===== config.mk =====
export PLATFORM = sky130hd
export DESIGN_NAME = sbus_port
export DESIGN_NICKNAME = d
export VERILOG_FILES = /design/src/rtl/sbus_pkg.sv /design/src/rtl/sbus_rst_sync.sv /design/src/rtl/sbus_decode.sv /design/src/rtl/sbus_regs.sv /design/src/rtl/sbus_lines.sv /design/src/rtl/sbus_port.sv
export SDC_FILE = /design/constraint.sdc
export NUM_CORES = 1
export LEC_CHECK = 0
export BUFFER_PORTS_ARGS = -buffer_cell sky130_fd_sc_hd__buf_2
export CORE_ASPECT_RATIO = 0.8
export CORE_MARGIN = 3
export CORE_UTILIZATION = 40
export DETAILED_ROUTE_END_ITERATION = 10
export GPL_TIMING_DRIVEN = 0
export PLACE_DENSITY = 0.74
export SYNTH_ARGS = -nofsm -noshare
export SYNTH_HDL_FRONTEND = slang
export SYNTH_SLANG_ARGS = --single-unit
export TNS_END_PERCENT = 5

===== constraint.sdc =====
create_clock -name clk -period 1.87 [get_ports clk]
set_input_delay 0.374 -clock clk [delete_from_list [all_inputs] [get_ports clk]]
set_output_delay 0.374 -clock clk [all_outputs]
set_load 0.05 [all_outputs]

===== src/rtl/sbus_pkg.sv =====
package sbus_pkg;

  localparam int unsigned PORT_W = 8;

  // bit roles inside the driven value / read word
  localparam int unsigned BIT_TXD    = 2;
  localparam int unsigned BIT_ATN    = 3;
  localparam int unsigned BIT_CLK    = 4;
  localparam int unsigned BIT_DAT    = 5;
  localparam int unsigned BIT_CLK_IN = 6;
  localparam int unsigned BIT_DAT_IN = 7;
  localparam int unsigned BANK_W     = 2;
  localparam int unsigned NUM_LINES  = 3;

  typedef enum logic [1:0] {
    SEL_NONE = 2'd0,
    SEL_DATA = 2'd1,
    SEL_DIR  = 2'd2
  } reg_sel_e;

endpackage


===== src/rtl/sbus_rst_sync.sv =====
module sbus_rst_sync #(
  parameter int unsigned STAGES = 2
) (
  input  logic clk,
  input  logic rst_n,
  output logic rst_sync_n
);
  logic [STAGES-1:0] chain_q;
  logic [STAGES-1:0] chain_d;

  always_comb begin
    chain_d = {chain_q[STAGES-2:0], 1'b1};
  end

  always_ff @(posedge clk or negedge rst_n) begin
    if (!rst_n) chain_q <= '0;
    else        chain_q <= chain_d;
  end

  assign rst_sync_n = chain_q[STAGES-1];
endmodule


===== src/rtl/sbus_decode.sv =====
module sbus_decode
  import sbus_pkg::*;
#(
  parameter int unsigned ADDR_W   = 16,
  parameter int unsigned WIN_W    = 8,
  parameter int unsigned OFS_W    = 4,
  parameter logic [7:0]  WIN_BASE = 8'hDD,
  parameter logic [3:0]  DATA_OFS = 4'h0,
  parameter logic [3:0]  DIR_OFS  = 4'h2
) (
  input  logic [ADDR_W-1:0] addr,
  input  logic              wr_en,
  output reg_sel_e          sel,
  output logic              we_data,
  output logic              we_dir
);
  localparam int unsigned HI_LSB = ADDR_W - WIN_W;

  logic             in_win;
  logic [OFS_W-1:0] ofs;
  logic             unused_mid_bits;

  assign in_win          = (addr[ADDR_W-1:HI_LSB] == WIN_BASE[WIN_W-1:0]);
  assign ofs             = addr[OFS_W-1:0];
  assign unused_mid_bits = ^addr[HI_LSB-1:OFS_W];

  always_comb begin
    sel = SEL_NONE;
    if (in_win) begin
      if (ofs == DATA_OFS[OFS_W-1:0])     sel = SEL_DATA;
      else if (ofs == DIR_OFS[OFS_W-1:0]) sel = SEL_DIR;
    end
  end

  assign we_data = wr_en && (sel == SEL_DATA);
  assign we_dir  = wr_en && (sel == SEL_DIR);
endmodule


===== src/rtl/sbus_regs.sv =====
module sbus_regs
  import sbus_pkg::*;
(
  input  logic              clk,
  input  logic              rst_n,
  input  logic              we_data,
  input  logic              we_dir,
  input  logic [PORT_W-1:0] wdata,
  output logic [PORT_W-1:0] data_q,
  output logic [PORT_W-1:0] dir_q,
  output logic              txd_q
);
  logic [PORT_W-1:0] data_d;
  logic [PORT_W-1:0] dir_d;
  logic              txd_d;
  logic              reg_en;

  always_comb begin
    data_d = we_data ? wdata : data_q;
    dir_d  = we_dir  ? wdata : dir_q;
    txd_d  = dir_d[BIT_TXD] ? data_d[BIT_TXD] : txd_q;
    reg_en = we_data || we_dir;
  end

  always_ff @(posedge clk or negedge rst_n) begin
    if (!rst_n) begin
      data_q <= '0;
      dir_q  <= '0;
      txd_q  <= 1'b1;
    end else if (reg_en) begin
      data_q <= data_d;
      dir_q  <= dir_d;
      txd_q  <= txd_d;
    end
  end

  // a data write lands in the latch at the next edge
  a_r2_data_load: assert property (@(posedge clk) disable iff (!rst_n)
    we_data |=> (data_q == $past(wdata)));

  // a direction write lands in the register at the next edge
  a_r3_dir_load: assert property (@(posedge clk) disable iff (!rst_n)
    we_dir |=> (dir_q == $past(wdata)));

  // transmit level holds while its direction bit stays input
  a_r8_txd_hold: assert property (@(posedge clk) disable iff (!rst_n)
    (!dir_q[BIT_TXD] && !we_dir) |=> $stable(txd_q));
endmodule


===== src/rtl/sbus_lines.sv =====
module sbus_lines
  import sbus_pkg::*;
(
  input  logic [PORT_W-1:0] data_q,
  input  logic [PORT_W-1:0] dir_q,
  input  logic              txd_q,
  input  reg_sel_e          sel,
  input  logic              clk_line_in,
  input  logic              dat_line_in,
  output logic [BANK_W-1:0] bank,
  output logic [NUM_LINES-1:0] pulls,
  output logic [PORT_W-1:0] rd_data
);
  logic [PORT_W-1:0] drive;
  logic              unused_drive_bits;

  assign drive             = data_q | ~dir_q;
  assign bank              = drive[BANK_W-1:0];
  assign unused_drive_bits = ^{drive[BIT_DAT_IN], drive[BIT_CLK_IN], drive[BIT_TXD]};

  // pulls[0]=attention, [1]=clock, [2]=data: consecutive driven bits
  for (genvar i = 0; i < NUM_LINES; i++) begin : g_pull
    assign pulls[i] = drive[BIT_ATN + i];
  end

  always_comb begin
    unique case (sel)
      SEL_DATA: rd_data = {dat_line_in, clk_line_in,
                           data_q[BIT_DAT:BIT_ATN], txd_q, bank};
      SEL_DIR:  rd_data = dir_q;
      default:  rd_data = '0;
    endcase
  end
endmodule


===== src/rtl/sbus_port.sv =====
module sbus_port
  import sbus_pkg::*;
#(
  parameter int unsigned ADDR_W      = 16,
  parameter logic [7:0]  WIN_BASE    = 8'hDD,
  parameter logic [3:0]  DATA_OFS    = 4'h0,
  parameter logic [3:0]  DIR_OFS     = 4'h2,
  parameter int unsigned SYNC_STAGES = 2
) (
  input  logic              clk,
  input  logic              rst_n,
  input  logic [ADDR_W-1:0] addr,
  input  logic              wr_en,
  input  logic [7:0]        wr_data,
  output logic [7:0]        rd_data,
  output logic [1:0]        bank_sel,
  output logic              atn_pull,
  output logic              clk_pull,
  output logic              dat_pull,
  input  logic              clk_line_in,
  input  logic              dat_line_in,
  output logic              txd
);
  logic              rst_sync_n;
  reg_sel_e          sel;
  logic              we_data;
  logic              we_dir;
  logic [PORT_W-1:0] data_q;
  logic [PORT_W-1:0] dir_q;
  logic              txd_q;
  logic [NUM_LINES-1:0] pulls;

  sbus_rst_sync #(.STAGES(SYNC_STAGES)) u_rst (
    .clk(clk), .rst_n(rst_n), .rst_sync_n(rst_sync_n)
  );

  sbus_decode #(
    .ADDR_W(ADDR_W), .WIN_W(8), .OFS_W(4),
    .WIN_BASE(WIN_BASE), .DATA_OFS(DATA_OFS), .DIR_OFS(DIR_OFS)
  ) u_dec (
    .addr(addr), .wr_en(wr_en), .sel(sel), .we_data(we_data), .we_dir(we_dir)
  );

  sbus_regs u_regs (
    .clk(clk), .rst_n(rst_sync_n), .we_data(we_data), .we_dir(we_dir),
    .wdata(wr_data), .data_q(data_q), .dir_q(dir_q), .txd_q(txd_q)
  );

  sbus_lines u_lines (
    .data_q(data_q), .dir_q(dir_q), .txd_q(txd_q), .sel(sel),
    .clk_line_in(clk_line_in), .dat_line_in(dat_line_in),
    .bank(bank_sel), .pulls(pulls), .rd_data(rd_data)
  );

  assign atn_pull = pulls[0];
  assign clk_pull = pulls[1];
  assign dat_pull = pulls[2];
  assign txd      = txd_q;

  // a strobe that decodes to no register leaves both registers alone
  a_r9_no_stray_write: assert property (@(posedge clk) disable iff (!rst_sync_n)
    (wr_en && (sel == SEL_NONE)) |=> ($stable(data_q) && $stable(dir_q)));

  // a freshly cleared port pulls all three lines
  a_r1_reset_pulls: assert property (@(posedge clk)
    $rose(rst_sync_n) |-> (atn_pull && clk_pull && dat_pull && (bank_sel == 2'd3)));
endmodule


==> results by group <==
Yosys
  – Mux share of post-synthesis cell area: 16.7%
  – Cell taking the most area after synthesis: dfrtp_1
  – Post-synth EDFFs: 0
  – Most instantiated cells after synthesis: dfrtp_1, mux2_2, nor2_1, a22oi_1, nand2b_1
  – Post-synthesis sequential area ratio: roughly 49%
  – Register bit total from synthesis: 17
  – Yosys top cell area share: a little under half
  – Largest family of logic cells by synthesized area: simple AND/OR/NAND/NOR gates
  – Mapped cell area: ~880 um^2
  – Synthesized net count: around 110
  – Fraction of the mapped netlist area in adder cells: under 10%
  – Synth area leaders: dfrtp_1, mux2_2, a22oi_1
  – Most frequent cell after synthesis: dfrtp_1
  – Xor/xnor share of the synthesized area: 0%
  – Ys async rst share: 100%
  – Avg Cell Area, Syn: around 11 um^2
  – Top FF cell, synth: dfrtp_1
  – Yosys warning count: 0
  – Synth unique cells: 24
  – Synth Area in Compound Gates: under 10%
  – Mapped Cells: 77
  – Post-synthesis simple-gate area fraction: 21.5%

GRT
  – Met2 usage in global routing: between 20% and 30%
  – GRT busiest layer: met2
  – Initial antenna violation count: 0
  – First-pass GRT wire length: around 3200 um
  – Met1 GRT Util: between 10% and 20%
  – Number of global-route vias before repair: 721
  – Gr usage total: 15.9%
  – Remaining global-route overflow: 0
  – Largest net degree at the start of global routing: 16
  – Met3 usage: 6.74%

Critical path
  – Crit path top cell by count: buf_6
  – Worst Setup EP: rd_data[4]
  – CP delay by family, top: simple AND/OR/NAND/NOR gates
  – Worst path required time: approximately 1.5 ns
  – Slowest CP cell: or2_1
  – Reg-to-reg endpoint: u_regs.txd_q$_DFFE_PN1P_
  – R2r startpoint: u_regs.txd_q$_DFFE_PN1P_
  – Setup crit start kind: primary input
  – Crit path cell chain: buf_6 -> and4bb_2 -> nand4_1 -> or2_1 -> ha_4 -> a22oi_2 -> nor2_4 -> buf_6
  – Setup CP Type: primary input to output pin
  – Worst Path Arrival: about 1.8 ns
  – Worst Setup End Kind: output pin
  – Critical path fanouts, max: 10
  – Worst r2r path cells: 2
  – Crit path buffers/inverters: 2
  – CP max stage delay: 0.29 ns
  – Setup slack, reg-to-reg: between 0.8 and 0.9 ns
  – Crit path depth: 8
  – CP startpoint: addr[13]

Min path
  – Worst min path class: register to asynchronous set/reset pin

Layout
  – Share of cells above drive strength 1: 68.1%
  – Final Instance Area: 1340 um^2
  – Filler Cell Count: 149
  – Ant diodes: 0
  – Area delta synth->final: 53.0%
  – Final Net Count: roughly 150

STA
  – Fmax: 456 MHz
  – Crit path time final: 2.19 ns
  – Final period utilization: 117%
  – Fin. Hold Viols: 0
  – Slew Viols, Final: 0
  – Final setup violating endpoints: 8
  – Slew margin rel.: between 50% and 60%
  – RSZ-0062 raised after global routing: true
  – Slew @ Worst Pin: 0.613 ns
  – Clock Skews: 0.00452 ns
  – Setup slack after layout: -0.325 ns

Clocking
  – Clk buf depth: 2
  – CTS tree: yes
  – H-tree levels: 1
  – CTS Buf Count: 3
  – Skew-Pair Late Insertion Delay: 0.29 ns
  – Clock slew at reported path FFs: roughly 0.1 ns
  – Clock Tree Root: clkbuf_4
  – Clock Sinks: 17

Power
  – Sw Ratio: 21.9%
  – Logic pwr share: under 10%
  – Clock Power Share: 31.4%
  – Net Sw Power: 0.000135 W
  – Peak VDD IR: 0.575 mV
  – Reg power frac: 61.6%
  – Overall power: slightly above 0.0006 W
  – Leak: 0.597 nW
  – P per Cell Area: about 460 nW/um^2
  – Pint: 0.000479 W

Floorplan
  – # IOs: 43
  – Core ar.: 1980 um^2
  – Initial Utilization: 44.4%
  – Chip Width: 58.4 um
  – # rows: 14
  – Die Height: around 48 um
  – Full die area: 2800 um^2

Place
  – RD Place Congestion: 0.661
  – PortBufs: 38
  – Placed cell areas: 1220 um^2
  – Placed wire-length estimate: approximately 1500 um

Run status
  – Failing checks: setup timing
  – Outcome: complete, but fails checks

Detailed routing
  – Via/cell ratio: 5.15
  – Drt first pass iters: 4
  – Vias: approximately 740
  – Initial DRC Count: 13
  – Routed length per instance: 13.7 um
  – Routed Antenna Nets: 0
  – Final wirelength: 1960 um
  – Remaining DRCs: 0

Run
  – Max-Cap Viols: 0
==> layer usage <==
| metal | vias to the layer above | part of all wire, % |
|---|---|---|
| li1 | 358 | - |
| met1 | 352 | 42 |
| met2 | 24 | 49 |
| met3 | 2 | 8.5 |
| met4 | 0 | 0.51 |
| met5 | - | 0 |
==> final cells by class <==
cell class	instances	area [um^2]	share of cell area [%]
Clock buffer	4	26.3	1.96
Inverter	1	3.75	0.279
Sequential cell	17	427	31.8
Timing Repair Buffer	40	270	20.1
Tap cell	24	30.0	2.23
Multi-Input combinational cell	56	576	42.8
Buffer	1	11.3	0.838
==> power by group through the flow <==
| stage | clock network (W) | logic [W] | registers (W) |
|---|---|---|---|
| finish | 0.000193 | 0.0000424 | 0.000378 |
| global route | 0.000221 | 0.0000477 | 0.000380 |
| CTS | 0.000205 | 0.0000421 | 0.000379 |
| detailed placement | 0 | 0.0000368 | 0.000386 |
| global placement | 0 | 0.0000355 | 0.000386 |
| floorplan | 0 | 0.00000772 | 0.000384 |
==> sequential cells by signal, summed over array words and instances, names as in the netlist <==
signal / flops
u_rst.chain_q: 2
u_regs.data_q: 6
u_regs.txd_q: 1
u_regs.dir_q: 8
==> logic make-up (layout without fill, tap and decap cells) <==
logic type,Yosys count,after routing
multiplexers,13,13
adder cells (fa/ha/maj),2,2
other,1,1
flip-flops,17,17
AND/OR/NAND/NOR,31,31
buffers and inverters,4,46
AO/OA/AOI/OAI,9,9
==> worst reg2reg max path: cells and delay by family, from the launching register on <==
kind             cells  cell delay, ns
flip-flops           1            0.57
AND/OR/NAND/NOR      2            0.36
==> through the flow <==
stage / utilization, % / std cells / hold WS, ns / TNS (ns) / worst slack, ns
final: 67.9 / 143 / 0.252 / -2.29 / -0.325
after global routing: 67.9 / 143 / 0.298 / -3.16 / -0.411
after CTS: 67.4 / 143 / 0.284 / -2.56 / -0.362
after detailed placement: 61.4 / 139 / 0.161 / -5.05 / -0.475
after global placement: 61.4 / 139 / 0.158 / -3.99 / -0.426
after floorplan: - / 77 / 0.0784 / -1.07 / -0.138
==> worst min-delay path by stage <==
stage | startpoint | to | slack (ns) | cells past startpoint
2_1_floorplan | rst_n | u_rst.chain_q[0]$_DFF_PN0_ | 0.08 | 0
3_3_place_gp | rst_n | u_rst.chain_q[0]$_DFF_PN0_ | 0.16 | 1
3_5_place_dp | rst_n | u_rst.chain_q[0]$_DFF_PN0_ | 0.16 | 1
4_1_cts | u_rst.chain_q[1]$_DFF_PN0_ | u_regs.dir_q[4]$_DFFE_PN0P_ | 0.28 | 0
5_1_grt | wr_data[6] | u_regs.dir_q[6]$_DFFE_PN0P_ | 0.30 | 2
6_report | u_rst.chain_q[1]$_DFF_PN0_ | u_regs.dir_q[4]$_DFFE_PN0P_ | 0.25 | 0
==> layout by cell type (no fill, tap or decap), drive strengths merged <==
cell type / count
and4bb: 1
dfrtp: 16
a21oi: 1
nor3b: 1
buf: 40
conb: 1
nand4: 1
dlygate4sd3: 1
inv: 1
clkbuf: 4
and3b: 1
nand2b: 6
a22oi: 8
and4b: 1
ha: 2
nand3: 2
nand4b: 1
nor3: 1
or2: 1
nand2: 4
dfstp: 1
mux2: 13
nor2: 11
==> what timing repair did <==
action,in CTS,in global routing
endpoints found under the hold margin,2,0
hold buffers,1,0
buffers inserted,1,0
pin swaps,5,1
resized for setup,23,1
setup endpoints to repair,8,15
No activity file was read; power rests on OpenSTA's default activity.
